===== src/rtl/dbc_pkg.sv =====
package dbc_pkg;

    typedef enum logic [1:0] {
        ST_IDLE = 2'd0,
        ST_SCAN = 2'd1,
        ST_HOLD = 2'd2,
        ST_END  = 2'd3
    } dbc_state_e;

endpackage


===== src/rtl/dbc_dirty_merge.sv =====
// Decides whether the band under lookup counts as modified.
module dbc_dirty_merge #(
    parameter int SUB_FLAGS = 4
) (
    input  logic                 direct_mode,
    input  logic                 force_dirty,
    input  logic                 idx_dirty,
    input  logic [SUB_FLAGS-1:0] direct_dirty,
    input  logic [SUB_FLAGS-1:0] ctrl_dirty,
    output logic                 band_dirty
);
    logic [SUB_FLAGS:0] wide_chain;

    assign wide_chain[0] = 1'b0;

    // OR chain over the sub-flags of both wide planes
    for (genvar k = 0; k < SUB_FLAGS; k++) begin : g_sub
        assign wide_chain[k+1] = wide_chain[k] | direct_dirty[k] | ctrl_dirty[k];
    end

    assign band_dirty = force_dirty | idx_dirty | (direct_mode & wide_chain[SUB_FLAGS]);

endmodule


===== src/rtl/dbc_extent_track.sv =====
// Lowest and highest modified band seen since the last clear.
module dbc_extent_track #(
    parameter int BW = 8
) (
    input  logic          clk,
    input  logic          rst_n,
    input  logic          clear,
    input  logic          hit,
    input  logic [BW-1:0] hit_band,
    output logic          seen,
    output logic [BW-1:0] low_band,
    output logic [BW-1:0] high_band
);
    typedef struct packed {
        logic          seen;
        logic [BW-1:0] low;
        logic [BW-1:0] high;
    } ext_t;

    ext_t ext_d, ext_q;

    always_comb begin
        ext_d = ext_q;
        if (clear) begin
            ext_d.seen = 1'b0;
        end else if (hit) begin
            if (!ext_q.seen || hit_band < ext_q.low) begin
                ext_d.low = hit_band;
            end
            if (!ext_q.seen || hit_band > ext_q.high) begin
                ext_d.high = hit_band;
            end
            ext_d.seen = 1'b1;
        end
    end

    always_ff @(posedge clk or negedge rst_n) begin
        if (!rst_n) begin
            ext_q <= '0;
        end else begin
            ext_q <= ext_d;
        end
    end

    assign seen      = ext_q.seen;
    assign low_band  = ext_q.low;
    assign high_band = ext_q.high;

endmodule


===== src/rtl/dirty_band_coalescer.sv =====
module dirty_band_coalescer
    import dbc_pkg::*;
#(
    parameter  int NUM_BANDS  = 192,
    parameter  int BAND_LINES = 4,
    parameter  int SUB_FLAGS  = 4,
    localparam int BW         = $clog2(NUM_BANDS + 1),
    localparam int LW         = $clog2(NUM_BANDS * BAND_LINES + 1)
) (
    input  logic                 clk,
    input  logic                 rst_n,
    input  logic                 start,
    input  logic                 direct_mode,
    input  logic                 force_all,
    input  logic [LW-1:0]        frame_lines,
    output logic [BW-1:0]        scan_band,
    input  logic                 idx_dirty,
    input  logic [SUB_FLAGS-1:0] direct_dirty,
    input  logic [SUB_FLAGS-1:0] ctrl_dirty,
    output logic                 rgn_valid,
    input  logic                 rgn_ready,
    output logic [LW-1:0]        rgn_line,
    output logic [LW-1:0]        rgn_lines,
    output logic                 clr_valid,
    output logic [BW-1:0]        clr_first,
    output logic [BW-1:0]        clr_last,
    output logic                 busy,
    output logic                 done
);
    localparam int MAX_LINES = NUM_BANDS * BAND_LINES;

    typedef struct packed {
        dbc_state_e    st;
        logic [BW-1:0] band;
        logic          run_open;
        logic [LW-1:0] run_start;
        logic [LW-1:0] lines_cfg;
        logic          mode;
        logic          force_dirty;
        logic [LW-1:0] out_line;
        logic [LW-1:0] out_len;
        logic          last;
    } seq_t;

    seq_t seq_d, seq_q;

    logic          band_dirty;
    logic          step_hit;
    logic          ext_clear;
    logic          ext_seen;
    logic [BW-1:0] ext_low;
    logic [BW-1:0] ext_high;
    logic [LW-1:0] line_now;
    logic          at_end;

    dbc_dirty_merge #(
        .SUB_FLAGS (SUB_FLAGS)
    ) u_merge (
        .direct_mode  (seq_q.mode),
        .force_dirty  (seq_q.force_dirty),
        .idx_dirty    (idx_dirty),
        .direct_dirty (direct_dirty),
        .ctrl_dirty   (ctrl_dirty),
        .band_dirty   (band_dirty)
    );

    dbc_extent_track #(
        .BW (BW)
    ) u_extent (
        .clk       (clk),
        .rst_n     (rst_n),
        .clear     (ext_clear),
        .hit       (step_hit),
        .hit_band  (seq_q.band),
        .seen      (ext_seen),
        .low_band  (ext_low),
        .high_band (ext_high)
    );

    always_comb begin
        seq_d     = seq_q;
        step_hit  = 1'b0;
        ext_clear = 1'b0;
        line_now  = LW'(int'(seq_q.band) * BAND_LINES);
        at_end    = (seq_q.band == BW'(NUM_BANDS)) || (line_now >= seq_q.lines_cfg);

        unique case (seq_q.st)
            ST_IDLE: begin
                if (start) begin
                    ext_clear         = 1'b1;
                    seq_d.st          = ST_SCAN;
                    seq_d.band        = '0;
                    seq_d.run_open    = 1'b0;
                    seq_d.mode        = direct_mode;
                    seq_d.force_dirty = force_all;
                    seq_d.lines_cfg   = (frame_lines > LW'(MAX_LINES)) ? LW'(MAX_LINES)
                                                                       : frame_lines;
                end
            end

            ST_SCAN: begin
                if (at_end) begin
                    if (seq_q.run_open) begin
                        seq_d.out_line = seq_q.run_start;
                        seq_d.out_len  = line_now - seq_q.run_start;
                        seq_d.run_open = 1'b0;
                        seq_d.last     = 1'b1;
                        seq_d.st       = ST_HOLD;
                    end else begin
                        seq_d.st = ST_END;
                    end
                end else if (band_dirty) begin
                    step_hit   = 1'b1;
                    seq_d.band = seq_q.band + BW'(1);
                    if (!seq_q.run_open) begin
                        seq_d.run_open  = 1'b1;
                        seq_d.run_start = line_now;
                    end
                end else begin
                    seq_d.band = seq_q.band + BW'(1);
                    if (seq_q.run_open) begin
                        seq_d.out_line = seq_q.run_start;
                        seq_d.out_len  = line_now - seq_q.run_start;
                        seq_d.run_open = 1'b0;
                        seq_d.last     = 1'b0;
                        seq_d.st       = ST_HOLD;
                    end
                end
            end

            ST_HOLD: begin
                if (rgn_ready) begin
                    seq_d.st = seq_q.last ? ST_END : ST_SCAN;
                end
            end

            ST_END: begin
                seq_d.st = ST_IDLE;
            end

            default: begin
                seq_d.st = ST_IDLE;
            end
        endcase
    end

    always_ff @(posedge clk or negedge rst_n) begin
        if (!rst_n) begin
            seq_q <= '0;
        end else begin
            seq_q <= seq_d;
        end
    end

    assign scan_band = seq_q.band;
    assign rgn_valid = (seq_q.st == ST_HOLD);
    assign rgn_line  = seq_q.out_line;
    assign rgn_lines = seq_q.out_len;
    assign done      = (seq_q.st == ST_END);
    assign clr_valid = (seq_q.st == ST_END) && ext_seen;
    assign clr_first = ext_low;
    assign clr_last  = ext_high;
    assign busy      = (seq_q.st != ST_IDLE);

endmodule


===== config.mk =====
export PLATFORM = sky130hd
export DESIGN_NAME = dirty_band_coalescer
export DESIGN_NICKNAME = d
export VERILOG_FILES = /design/src/rtl/dbc_pkg.sv /design/src/rtl/dbc_dirty_merge.sv /design/src/rtl/dbc_extent_track.sv /design/src/rtl/dirty_band_coalescer.sv
export SDC_FILE = /design/constraint.sdc
export NUM_CORES = 1
export LEC_CHECK = 0
export ABC_AREA = 1
export ABC_CLOCK_PERIOD_IN_PS = 2910
export BUFFER_PORTS_ARGS = -buffer_cell sky130_fd_sc_hd__buf_2
export CORE_MARGIN = 10
export CORE_UTILIZATION = 40
export CTS_BUF_LIST = sky130_fd_sc_hd__clkbuf_4
export DETAILED_ROUTE_END_ITERATION = 6
export MAX_ROUTING_LAYER = met4
export PLACE_DENSITY = 0.59
export SKIP_CTS_REPAIR_TIMING = 1
export SLEW_MARGIN = 0
export SYNTH_ARGS = -nofsm -noshare
export SYNTH_HDL_FRONTEND = slang
export SYNTH_HIERARCHICAL = 1
export SYNTH_SLANG_ARGS = --single-unit

===== constraint.sdc =====
create_clock -name clk -period 2.91 [get_ports clk]
set_input_delay 0.291 -clock clk [delete_from_list [all_inputs] [get_ports clk]]
set_output_delay 0.291 -clock clk [all_outputs]
set_load 0.005 [all_outputs]

-- Word level (Yosys, flattened, before mapping)
Cells that the tools add are included.
- add/subtract/negate cells: 2
- multipliers: 0
- divide/modulo/power cells: 0
- order comparisons: 4
- equality and inequality tests: 11
- shift operators: 0
- muxes and demuxes: 26
- bitwise operators: 13
- reduce and logical (&&, ||, !) cells: 18
- operators by type and width (cell ; count):
    two-way mux 21 bit ; 4
    two-way mux 8 bit ; 3
    one-hot mux 9 bit (2 select lines) ; 1
    two-way mux 17 bit ; 1
    AND reduction 4 bit ; 3
    two-way mux 11 bit ; 1
    >= comparator 10 bit ; 1
    > comparator 10 bit, second input constant ; 1
    two-way mux 10 bit ; 1
    two-way mux 2 bit ; 5
    subtractor 10 bit ; 1
    two-way mux 1 bit ; 9
    bitwise OR 1 bit ; 9
    AND reduction 3 bit ; 3
    adder 8 x 1 -> 8 bit, second input constant ; 1
    == test 8 bit, second input constant ; 1
    > comparator 8 bit ; 1
    less-than comparator 8 bit ; 1
    one-hot mux 2 bit (4 select lines) ; 1
    nonzero test 2 bit ; 4
    != test 2 bit, second input constant ; 3
    != test 3 bit, second input constant ; 2
    == test 2 bit, second input constant ; 2
    != test 2 x 1 -> 1 bit, second input constant ; 2
    other kinds (8) ; 13
- register bits: 69
- latch bits: 0
- RAM bits: 0
- bits in read-only memories: 0
- bits of input ports: 25
- output and inout bits: 48
- logic and storage cells: 87
- memories: 0

-- Depth between registers and ports, before layout
Gate-level depths: netlist (run 1).
- word-level depth: 14
- gate-level depth with buffers: 18
- depth with buffers taken out: 16

-- Hierarchy
The synthesis (run 1) kept the hierarchy.
- by module, submodules not included (module ; times used ; cells an instance ; area an instance (sq um) ; sequential area each (sq um)):
    dirty_band_coalescer ; 1 ; 407 ; 3056.7 ; 1201.2
    dbc_extent_track ; 1 ; 143 ; 1099.8 ; 425.4
    dbc_dirty_merge ; 1 ; 9 ; 35.0 ; 0.0

-- Worst setup path before layout (run 1)
No wires, ideal clock.
- path kind: reg2reg
- from: register seq_q (netlist bit scan_band[1])
- to: register u_extent.ext_q (netlist bit u_extent/high_band[4])
- setup time: 0.066 ns
- arrival: 2.319 ns
- required time: 2.844 ns
- slack: 0.525 ns
- cell stages (with the launch flop): 18
- path buffers: 3
- period minus slack after synthesis: 2.385 ns
- cells stage by stage: dfrtp_1 ha_1 nand2_1 nand2_1 inv_1 nand2_1 nand2_1 nand2_1 nand2_1 nand3_4 buf_6 buf_6 nor2_1 inv_1 nor2_4 buf_2 nand3_1 nand2_1
- word-level cells in the longest chain between the ends: 5
- elaborated cells on any way between the ends: 8
- those cells by class: order compare (2); eq/ne (1); mux (2); reduce/logical (3)
- ends and longest elaborated chain (item ; RTL line ; source):
    start: declaration ; dirty_band_coalescer.sv:45 ; seq_t seq_d, seq_q;
    start signal: assignment ; dirty_band_coalescer.sv:151 ; seq_q <= seq_d;
    >= comparator 10 bit / == test 8 bit (equally long branches) ; dirty_band_coalescer.sv:85 ; at_end = (seq_q.band == BW'(NUM_BANDS)) || (line_now >= seq_q.lines_cfg);
    logical OR 1 bit ; dirty_band_coalescer.sv:85 ;
    two-way mux 1 bit ; dirty_band_coalescer.sv:102 ; if (at_end) begin
    two-way mux 1 bit ; dirty_band_coalescer.sv:87 ; unique case (seq_q.st)
    AND reduction 3 bit (no source line) * ; n/a ;
    end signal: assignment ; dbc_extent_track.sv:41 ; ext_q <= ext_d;
    end: declaration ; dbc_extent_track.sv:20 ; ext_t ext_d, ext_q;
Every way passes the cells marked *; elsewhere a longest branch is shown, timed or not.
A chain may end at the register's enable or synchronous reset.

-- Final worst setup path (run 1)
- from: register seq_q (netlist bit scan_band[0])
- to: register u_extent.ext_q (netlist bit u_extent/high_band[7])
The elaborated chain is that of the path after synthesis.

==> results of run 1 <==
-- worst min-delay path: stages --
cell and delay [ns]:
buf_2 0.08, nand2_1 0.04, nand2_1 0.05
-- final timing paths --
kind	slack, ns	startpoint	cells after the start	end
worst max-delay path	0.32	scan_band[0]	14	u_extent/high_band[7]
worst min-delay path	0.07	force_all	3	seq_q[21]
max in group asynchronous	1.80	rst_n	3	seq_q[27]
worst min register to register	0.48	rgn_line[7]	2	rgn_line[7]
min in group asynchronous	0.47	rst_n	2	u_extent/low_band[4]
worst max register to register	0.32	scan_band[0]	14	u_extent/high_band[7]
-- layout by cell type (no fill, tap or decap), drive strengths merged, types with 2 or more instances in the layout --
cell      count
o21ai        15
clkinv        5
nor4          2
ha           32
inv          79
conb          4
nand2       197
nand3        47
xor2          4
nand4        22
a21o          2
dfrtp        65
nor2         32
nor3          4
clkinvlp      2
xnor2         2
buf          78
a21oi        12
clkbuf        9
-- registers in the layout, indices dropped and copies added, names as in the netlist --
signal and count:
rgn_line 8, u_extent/high_band 8, u_extent/seen 1, u_extent/low_band 8
seq_q 24, rgn_lines 8, scan_band 8
-- final cells by class --
type | count | area share (%)
multi-input combinational | 378 | 43.0
sequential | 65 | 35.0
clock buffer | 9 | 1.45
inverter | 79 | 6.38
timing repair buffer | 79 | 9.43
tap | 136 | 3.66
clock inverter | 7 | 1.02
-- per-layer routing --
layer / wire, um / up-vias / track usage (%)
met5: 0 / - / -
met4: 112 / 0 / 5.52
met3: 402 / 11 / 3.40
met2: 4800 / 64 / 24.0
met1: 4690 / 1630 / 17.8
li1: - / 1840 / -
-- cells by family after synthesis --
logic type      share of synthesized area, %
compound gates                          3.58
mux                                    0.239
fa+ha+maj                               10.0
flops                                   38.8
buf+inv                                 13.8
xor+xnor                                1.25
simple gates                            32.2
other cells                           0.0895
-- power by group through the flow --
stage | Combinational, mW | Clock (mW) | Sequential [mW]
finish | 2.01 | 0.522 | 1.35
global route | 2.37 | 0.586 | 1.40
CTS | 2.03 | 0.548 | 1.36
detailed placement | 2.03 | 0 | 1.37
global placement | 1.97 | 0 | 1.36
floorplan | 1.64 | 0 | 1.32
==> summary.txt, run 1 <==
Logic synthesis
  • Seq/Total Area, Yosys: 38.8%
  • Post-Syn Instances: approximately 560
  • Most area-hungry cell type in the Yosys netlist: dfrtp_1
  • Area contributors post-synth: dfrtp_1 39%, nand2_1 17%, ha_1 9.6%
  • Yosys warnings: 6
  • Fraction of registers with async set/reset: 100%
  • Primary FF master, synth: dfrtp_1
  • Netlist cell types: 30
  • Syn avg cell area: about 7.5 um2
  • Number of synthesized flops with an enable pin: 0
  • Share of the synthesized area in the top cell type: 38.8%
  • Flops & latches, synth: 65
  • Cell area after synthesis: 4190 um2
  • Most frequent cell after synthesis: nand2_1
  • Top post-synthesis cells by count: 190 x nand2_1, 76 x inv_1, 65 x dfrtp_1

Flow run
  • Max Cap Viol: 0

Layout
  • Design Area, Final: 4640 um2
  • Final core occ: 45.2%
  • Number of diodes: 0
  • Fill cells: between 1k and 1.5k
  • Share of cells above drive strength 1: 17.8%
  • Register area: 1630 um2
  • Final #Nets: between 600 and 700
  • Area grow syn2layout: 10.8%
  • Layout Cells excl Fill: 753
  • Area of the multi-input gates: around 2000 um2

Timing
  • RSZ-0062 raised after global routing: false
  • Setup TNS: 0 ns
  • Final setup fails: 0
  • Slew @ Worst Pin: between 0.7 and 0.8 ns
  • Slew margin rel.: 50.3%
  • Post-route minimum period: 2.59 ns
  • Hold Vio Cnt, Final: 0
  • Setup Skew: roughly 0.014 ns
  • WHS: around 0.074 ns
  • Peak Freq: 387 MHz
  • Setup slack after layout: 0.323 ns
  • Period utilization: between 80 and 90%
  • Slew Limit Fails: 0

Global routing
  • Grt total ovfl: 0
  • Initial antenna violation count: 0
  • Global-route wire length before repair: 17500 um
  • Vias in the first global route: 3740
  • Pin count of the biggest net entering global routing: 35
  • All-Layer GR Usage: between 10% and 20%

Worst setup path
  • Max stage delay on crit path: 0.55 ns
  • Critical Path Most Common Cell: nand2_1
  • CP cell instances: inv_1, ha_1, nand2_1, nor2_1, nand2_1, nand2_1, nor2_4, nand3_4, nor2_1, inv_1, nor2_4, nand2_4, nand2_1, nand2_1
  • Crit end category: flop
  • Crit path kind: reg2reg
  • CP max FO: 21
  • Req. time, crit path: 3.22 ns
  • Setup crit start kind: flop
  • CP bufs+invs: 2
  • Slowest cell on crit path: dfrtp_1
  • Crit path max-delay family: simple AND/OR/NAND/NOR gates
  • Arr. time, crit path: 2.89 ns

Power and ir drop
  • Clock power share: 13.4%
  • Sequential fraction of design power: 34.8%
  • Internal: 2.00 mW
  • Sw Pwr: roughly 1.9 mW
  • Lkg Pwr: 2.71 nW
  • Overall Power: 3.89 mW
  • P per Cell Area: 837 nW/um2
  • Comb power frac: between 50% and 60%
  • VDD IR max: about 0.35 mV
  • Sw Share: 48.5%

Placement
  • Inst Count DP: about 740
  • DP Wirelength: 7730 um
  • Pre-CTS setup slack: 0.361 ns
  • Dpl cell area: between 4000 and 5000 um2
  • Port bufs: 68
  • GPL Wtd Cong: approximately 0.87

Drt
  • DR iter-0 viols: 198
  • Total Routed Length: 10000 um
  • Via density: 4.71
  • # DRC: 0
  • Avg WL per Cell: 13.3 um
  • Antenna viol nets, final: 0
  • Vias: 3545
  • Pre-Repair DR Iteration Count: 4

Floorplan
  • Die Ht: 122 um
  • CORE AREA: 10300 um2
  • Io pins: 73
  • Die area: approximately 15000 um2
  • Die W: around 120 um
  • Initial core utilization: 40.8%
  • Row count: 37

Clock tree
  • Clk slew on worst S/H paths: 0.12 ns
  • Max H-tree Level: 3
  • Clock Sinks: 65
  • CTS Buf Count: 9
  • Clk root buf: clkbuf_4
  • CTS tree: built
  • CTS Buffer Depth: 2
  • Clk_lat worst skew: approximately 0.42 ns

Outcome
  • Outcome: complete, no violations

Min path
  • Type of the most critical hold path: in2reg
Power figures use the tool's default switching activity.
==> run 2, diff against run 1 <==
- CTS_BUF_LIST: sky130_fd_sc_hd__clkbuf_4 -> default
==> run 2 against run 1 <==
  * Clock power is 30% higher
  * Clock skew decreased by 0.0067 ns
  * Clock-buffer cell count is the same
  * Register-to-register slack better by 0.02 ns
  * Total power up 4.2%
  * Critical endpoint unchanged
  * Largest cell class unchanged
  * Highest routed layer unchanged
==> summary.txt, run 2 (same netlist as run 1, synthesis figures left out) <==
Outcome
  • Outcome: complete, no violations

Timing
  • Slew margin rel.: 50.2% (-0.11 points)
  • Slew @ Worst Pin: 0.748 ns (+0.00159 ns)
  • Setup Skew: 0.00686 ns (-0.00674 ns)
  • Final setup fails: 0 (unchanged)
  • Hold Vio Cnt, Final: 0 (unchanged)
  • Post-route minimum period: 2.57 ns (-0.0214 ns)
  • Setup slack after layout: 0.345 ns (+0.0214 ns)
  • WHS: 0.00318 ns (-0.0712 ns)
  • RSZ-0062 raised after global routing: false
  • Period utilization: 88.2% (-0.74 points)
  • Peak Freq: 390 MHz (+0.83%)
  • Slew Limit Fails: 0 (unchanged)
  • Setup TNS: 0 ns (unchanged)

Global routing
  • Initial antenna violation count: 0 (unchanged)
  • Pin count of the biggest net entering global routing: 35 (unchanged)
  • Grt total ovfl: 0 (unchanged)
  • All-Layer GR Usage: 14.9% (unchanged)
  • Global-route wire length before repair: 17600 um (+0.24%)
  • Vias in the first global route: 3734 (-0.16%)

Layout
  • Final #Nets: 669 (-0.15%)
  • Share of cells above drive strength 1: 17.9% (+0.029 points)
  • Register area: 1630 um2 (unchanged)
  • Max reg flops: 24 (unchanged)
  • Final core occ: 45.6% (+0.45 points)
  • Largest reg by FF count: seq_q
  • Fill cells: 1082 (-0.28%)
  • Most frequent cells in the layout: 190 x nand2_1, 76 x inv_1, 68 x buf_2, 65 x dfrtp_1, 45 x nand3_1
  • Number of diodes: 0 (unchanged)
  • Area of the multi-input gates: 2000 um2 (unchanged)
  • Area grow syn2layout: 11.9%
  • Commonest non-fill, non-tap cell in the layout: nand2_1

Worst setup path
  • Req. time, crit path: 3.15 ns (-0.07 ns)
  • CP max FO: 21 (unchanged)
  • Crit path kind: reg2reg
  • Setup crit start kind: flop
  • R2r startpoint: scan_band[0]
  • Arr. time, crit path: 2.80 ns (-0.09 ns)
  • Worst R2R Setup Slack: 0.34 ns (+0.02 ns)
  • Start point of the critical path: scan_band[0]
  • CP cell instances: inv_1, ha_1, nand2_1, nor2_1, nand2_1, nand2_1, nor2_4, nand3_4, nor2_1, inv_1, nor2_4, nand2_4, nand2_1, nand2_1
  • Max stage delay on crit path: 0.53 ns (-0.02 ns)
  • Worst reg2reg path depth: 14 (unchanged)
  • R2R Path End: u_extent/high_band[7]
  • CP Capture Point: u_extent/high_band[7]
  • Slowest cell on crit path: dfrtp_1
  • Critical Path Most Common Cell: nand2_1
  • Crit end category: flop

Floorplan
  • CORE AREA: 10300 um2 (unchanged)
  • Row count: 37 (unchanged)
  • Die W: 122 um (unchanged)
  • Io pins: 73 (unchanged)
  • Die Ht: 122 um (unchanged)
  • Die area: 15000 um2 (unchanged)
  • Initial core utilization: 40.8% (unchanged)

Clock tree
  • Clk slew on worst S/H paths: 0.08 ns (-0.04 ns)
  • CTS tree: built
  • Clock Sinks: 65 (unchanged)
  • Max H-tree Level: 3 (unchanged)
  • Clk_lat worst skew: 0.35 ns (-0.07 ns)
  • Clk root buf: clkbuf_8
  • CTS Buffer Depth: 2 (unchanged)
  • CTS Buf Count: 9 (unchanged)

Drt
  • Pre-Repair DR Iteration Count: 4 (unchanged)
  • DR iter-0 viols: 206 (+4.0%)
  • Via density: 4.72 (+0.16%)
  • Avg WL per Cell: 13.4 um (+1.0%)
  • # DRC: 0 (unchanged)
  • Total Routed Length: 10100 um (+0.89%)
  • Vias: 3546 (+0.028%)
  • Antenna viol nets, final: 0 (unchanged)

Power and ir drop
  • Lkg Pwr: 2.73 nW (+0.71%)
  • VDD IR max: 0.305 mV (-13%)
  • P per Cell Area: 863 nW/um2 (+3.2%)
  • Overall Power: 4.05 mW (+4.2%)

Min path
  • Type of the most critical hold path: in2async

Placement
  • DP Wirelength: 7730 um (unchanged)
  • Port bufs: 68 (unchanged)
  • Pre-CTS setup slack: 0.361 ns (unchanged)
  • GPL Wtd Cong: 0.869 (unchanged)

Flow run
  • Max Cap Viol: 0 (unchanged)
-- run 2: worst min-delay path by stage --
stage          start                    to  cells past startpoint
2_1_floorplan  rst_n           rgn_line[2]                      0
3_3_place_gp   rst_n  u_extent/low_band[4]                      1
3_5_place_dp   rst_n  u_extent/low_band[4]                      1
4_1_cts        rst_n          rgn_lines[7]                      1
5_1_grt        rst_n  u_extent/low_band[4]                      1
6_report       rst_n  u_extent/low_band[4]                      1
-- run 2: cell type report --
class	instances	share of cell area [%]
clock inverters	7	1.01
well taps	136	3.63
repair buffers	78	9.12
clock buffers	9	2.64
flip-flops and latches	65	34.7
multi-input cells	378	42.6
inverters	79	6.32
-- run 2: through the flow --
step | instances | area (um2)
floorplan | 562 | 4200
global placement | 736 | 4520
detailed placement | 736 | 4520
CTS | 752 | 4690
global route | 752 | 4690
finish | 752 | 4690
-- run 2: metal layers --
metal,up-vias,track usage (%),part of all wire [%]
li1,1834,-,-
met1,1621,17.9,47
met2,78,24.1,47
met3,13,4.09,4.5
met4,0,4.05,1.5
met5,-,-,0
-- run 2: where the power goes --
part           total (mW)  internal, mW  switching [mW]
Combinational        2.02         0.683            1.33
Sequential           1.35          1.15           0.206
Clock               0.678         0.306           0.372
Total                4.05          2.14            1.91
-- run 2: critical path: cells and delay by family, from the launching register on --
family                   cells  cell delay [ns]
AND/OR/NAND/NOR             11             1.46
flip-flops                   1             0.53
buffers and inverters        2             0.23
adder cells (fa/ha/maj)      1             0.22
==> run 3, diff against run 2 <==
- CORE_UTILIZATION: 40 -> 55
- PLACE_DENSITY: 0.59 -> 0.78
==> run 3 against run 2 <==
  * Non-clock buffer count up 2
  * Via count up 4.5%
  * Worst hold slack better by 0.14 ns
  * Cell count down 4.7%
  * Combinational power about the same
  * Critical path depth unchanged
  * Register-to-register slack better by 0.24 ns
  * Largest power group unchanged
==> summary.txt, run 3 (same netlist as run 1, synthesis figures left out) <==
Placement
  • Port bufs: 68 (unchanged)
  • Inst Count DP: 700 (-4.9%)
  • DP Wirelength: 7400 um (-4.3%)
  • Dpl cell area: 4480 um2 (-0.86%)
  • GPL Wtd Cong: 0.880 (+1.3%)
  • Pre-CTS setup slack: 0.617 ns (+0.256 ns)

Outcome
  • Outcome: complete, no violations

Layout
  • Register area: 1630 um2 (unchanged)
  • Commonest non-fill, non-tap cell in the layout: nand2_1
  • Number of diodes: 0 (unchanged)
  • Final core occ: 63.9% (+18 points)
  • Area of the multi-input gates: 2000 um2 (unchanged)
  • Layout Cells excl Fill: 717 (-4.7%)
  • Max reg flops: 24 (unchanged)
  • Share of cells above drive strength 1: 18.0% (+0.10 points)
  • Final #Nets: 671 (+0.30%)
  • Most frequent cells in the layout: 190 x nand2_1, 76 x inv_1, 68 x buf_2, 65 x dfrtp_1, 45 x nand3_1
  • Design Area, Final: 4680 um2 (-0.13%)
  • Fill cells: 663 (-39%)
  • Largest reg by FF count: seq_q
  • Area grow syn2layout: 11.8%

Floorplan
  • Die area: 11500 um2 (-23%)
  • Row count: 31 (-16%)
  • Io pins: 73 (unchanged)
  • Die Ht: 107 um (-12%)
  • CORE AREA: 7330 um2 (-29%)
  • Initial core utilization: 57.2% (+16 points)
  • Die W: 107 um (-12%)

Global routing
  • Pin count of the biggest net entering global routing: 66 (+89%)
  • Global-route wire length before repair: 16900 um (-3.7%)
  • All-Layer GR Usage: 18.3% (+3.4 points)
  • Vias in the first global route: 3681 (-1.4%)
  • Initial antenna violation count: 0 (unchanged)
  • Grt total ovfl: 0 (unchanged)

Worst setup path
  • Critical Path Most Common Cell: nand2_1
  • Arr. time, crit path: 2.57 ns (-0.23 ns)
  • CP max FO: 18 (-14%)
  • Slowest cell on crit path: dfrtp_1
  • Crit path kind: reg2reg
  • Crit end category: flop
  • Req. time, crit path: 3.15 ns (about the same)
  • Max stage delay on crit path: 0.52 ns (about the same)
  • CP cell instances: inv_1, ha_1, nand2_1, nor2_1, nand2_1, nand2_1, nor2_4, nand3_4, nor2_1, inv_1, nor2_4, nand2_4, nand2_1, nand2_1
  • Setup crit start kind: flop

Timing
  • Peak Freq: 431 MHz (+10%)
  • Setup Skew: 0.00815 ns (+0.00130 ns)
  • Hold Vio Cnt, Final: 0 (unchanged)
  • Final setup fails: 0 (unchanged)
  • Slew margin rel.: 51.5% (+1.3 points)
  • Setup TNS: 0 ns (unchanged)
  • Setup slack after layout: 0.588 ns (+0.243 ns)
  • Post-route minimum period: 2.32 ns (-0.243 ns)
  • Slew @ Worst Pin: 0.728 ns (-0.0199 ns)
  • RSZ-0062 raised after global routing: false
  • Period utilization: 79.8% (-8.3 points)
  • Slew Limit Fails: 0 (unchanged)
  • WHS: 0.143 ns (+0.140 ns)

Drt
  • WL met1: 4280 um (-9.6%)
  • Total Routed Length: 9850 um (-2.4%)
  • Met2 wire len: 4840 um (+1.9%)
  • # DRC: 0 (unchanged)
  • Met3 WL: 576 um (+27%)
  • Vias: 3706 (+4.5%)
  • Antenna viol nets, final: 0 (unchanged)
  • Via density: 5.17 (+9.6%)
  • Pre-Repair DR Iteration Count: 5 (+1)
  • Uppermost layer routed: met4
  • DR iter-0 viols: 257 (+25%)
  • Avg WL per Cell: 13.7 um (+2.3%)

Power and ir drop
  • Overall Power: 4.17 mW (+3.0%)
  • VDD IR max: 0.521 mV (+71%)
  • P per Cell Area: 890 nW/um2 (+3.2%)
  • Lkg Pwr: 2.75 nW (+0.87%)

Min path
  • Type of the most critical hold path: in2reg

Clock tree
  • CTS Buffer Depth: 2 (unchanged)
  • CTS Buf Count: 9 (unchanged)
  • Clock Sinks: 65 (unchanged)
  • CTS tree: built
  • Clk root buf: clkbuf_8
  • Max H-tree Level: 3 (unchanged)
  • Clk slew on worst S/H paths: 0.07 ns (about the same)
  • Clk_lat worst skew: 0.36 ns (about the same)

Flow run
  • Max Cap Viol: 0 (unchanged)
## run 3: cell count changes in the layout (fill, tap and decap cells not counted)
cell           previous run  this run
bufinv_16                 0         1
buf_4                     9        10
dlygate4sd3_1             0         1
clkinvlp_4                2         1
inv_6                     0         1
clkinv_4                  2         1
## run 3: metal layers
| layer | global-route usage, % | up-vias |
|---|---|---|
| li1 | - | 1846 |
| met1 | 21.6 | 1714 |
| met2 | 30.1 | 127 |
| met3 | 4.67 | 19 |
| met4 | 5.61 | 0 |
| met5 | - | - |
## run 3: path summary, 6_finish.rpt
| kind | start | cells past startpoint | slack (ns) | endpoint |
|---|---|---|---|---|
| hold / removal | force_all | 3 | 0.14 | seq_q[21] |
| min in group asynchronous | rst_n | 3 | 0.48 | u_extent/low_band[6] |
| setup / recovery | scan_band[0] | 14 | 0.59 | u_extent/low_band[2] |
| hold reg to reg | rgn_lines[9] | 2 | 0.47 | rgn_lines[9] |
| max in group asynchronous | rst_n | 3 | 2.15 | seq_q[53] |
| setup reg to reg | scan_band[0] | 14 | 0.59 | u_extent/low_band[2] |
## run 3: cell type report
cell class	count	share of cell area, %
clock inverter	7	1.50
timing repair buffer	80	9.51
tap	99	2.64
sequential	65	34.7
multi-input combinational	378	42.7
inverter	79	6.33
clock buffer	9	2.64
## run 3: report_power, final
group	switching, mW	internal, mW	total, mW
sequential	0.205	1.15	1.35
clock	0.376	0.395	0.771
combinational	1.35	0.698	2.05
total	1.93	2.24	4.17
## run 3: worst max-delay path, delay by kind of cell (launching register included)
kind	cells	cell delay, ns
simple gates	11	1.23
fa+ha+maj	1	0.23
buf+inv	2	0.22
flops	1	0.52
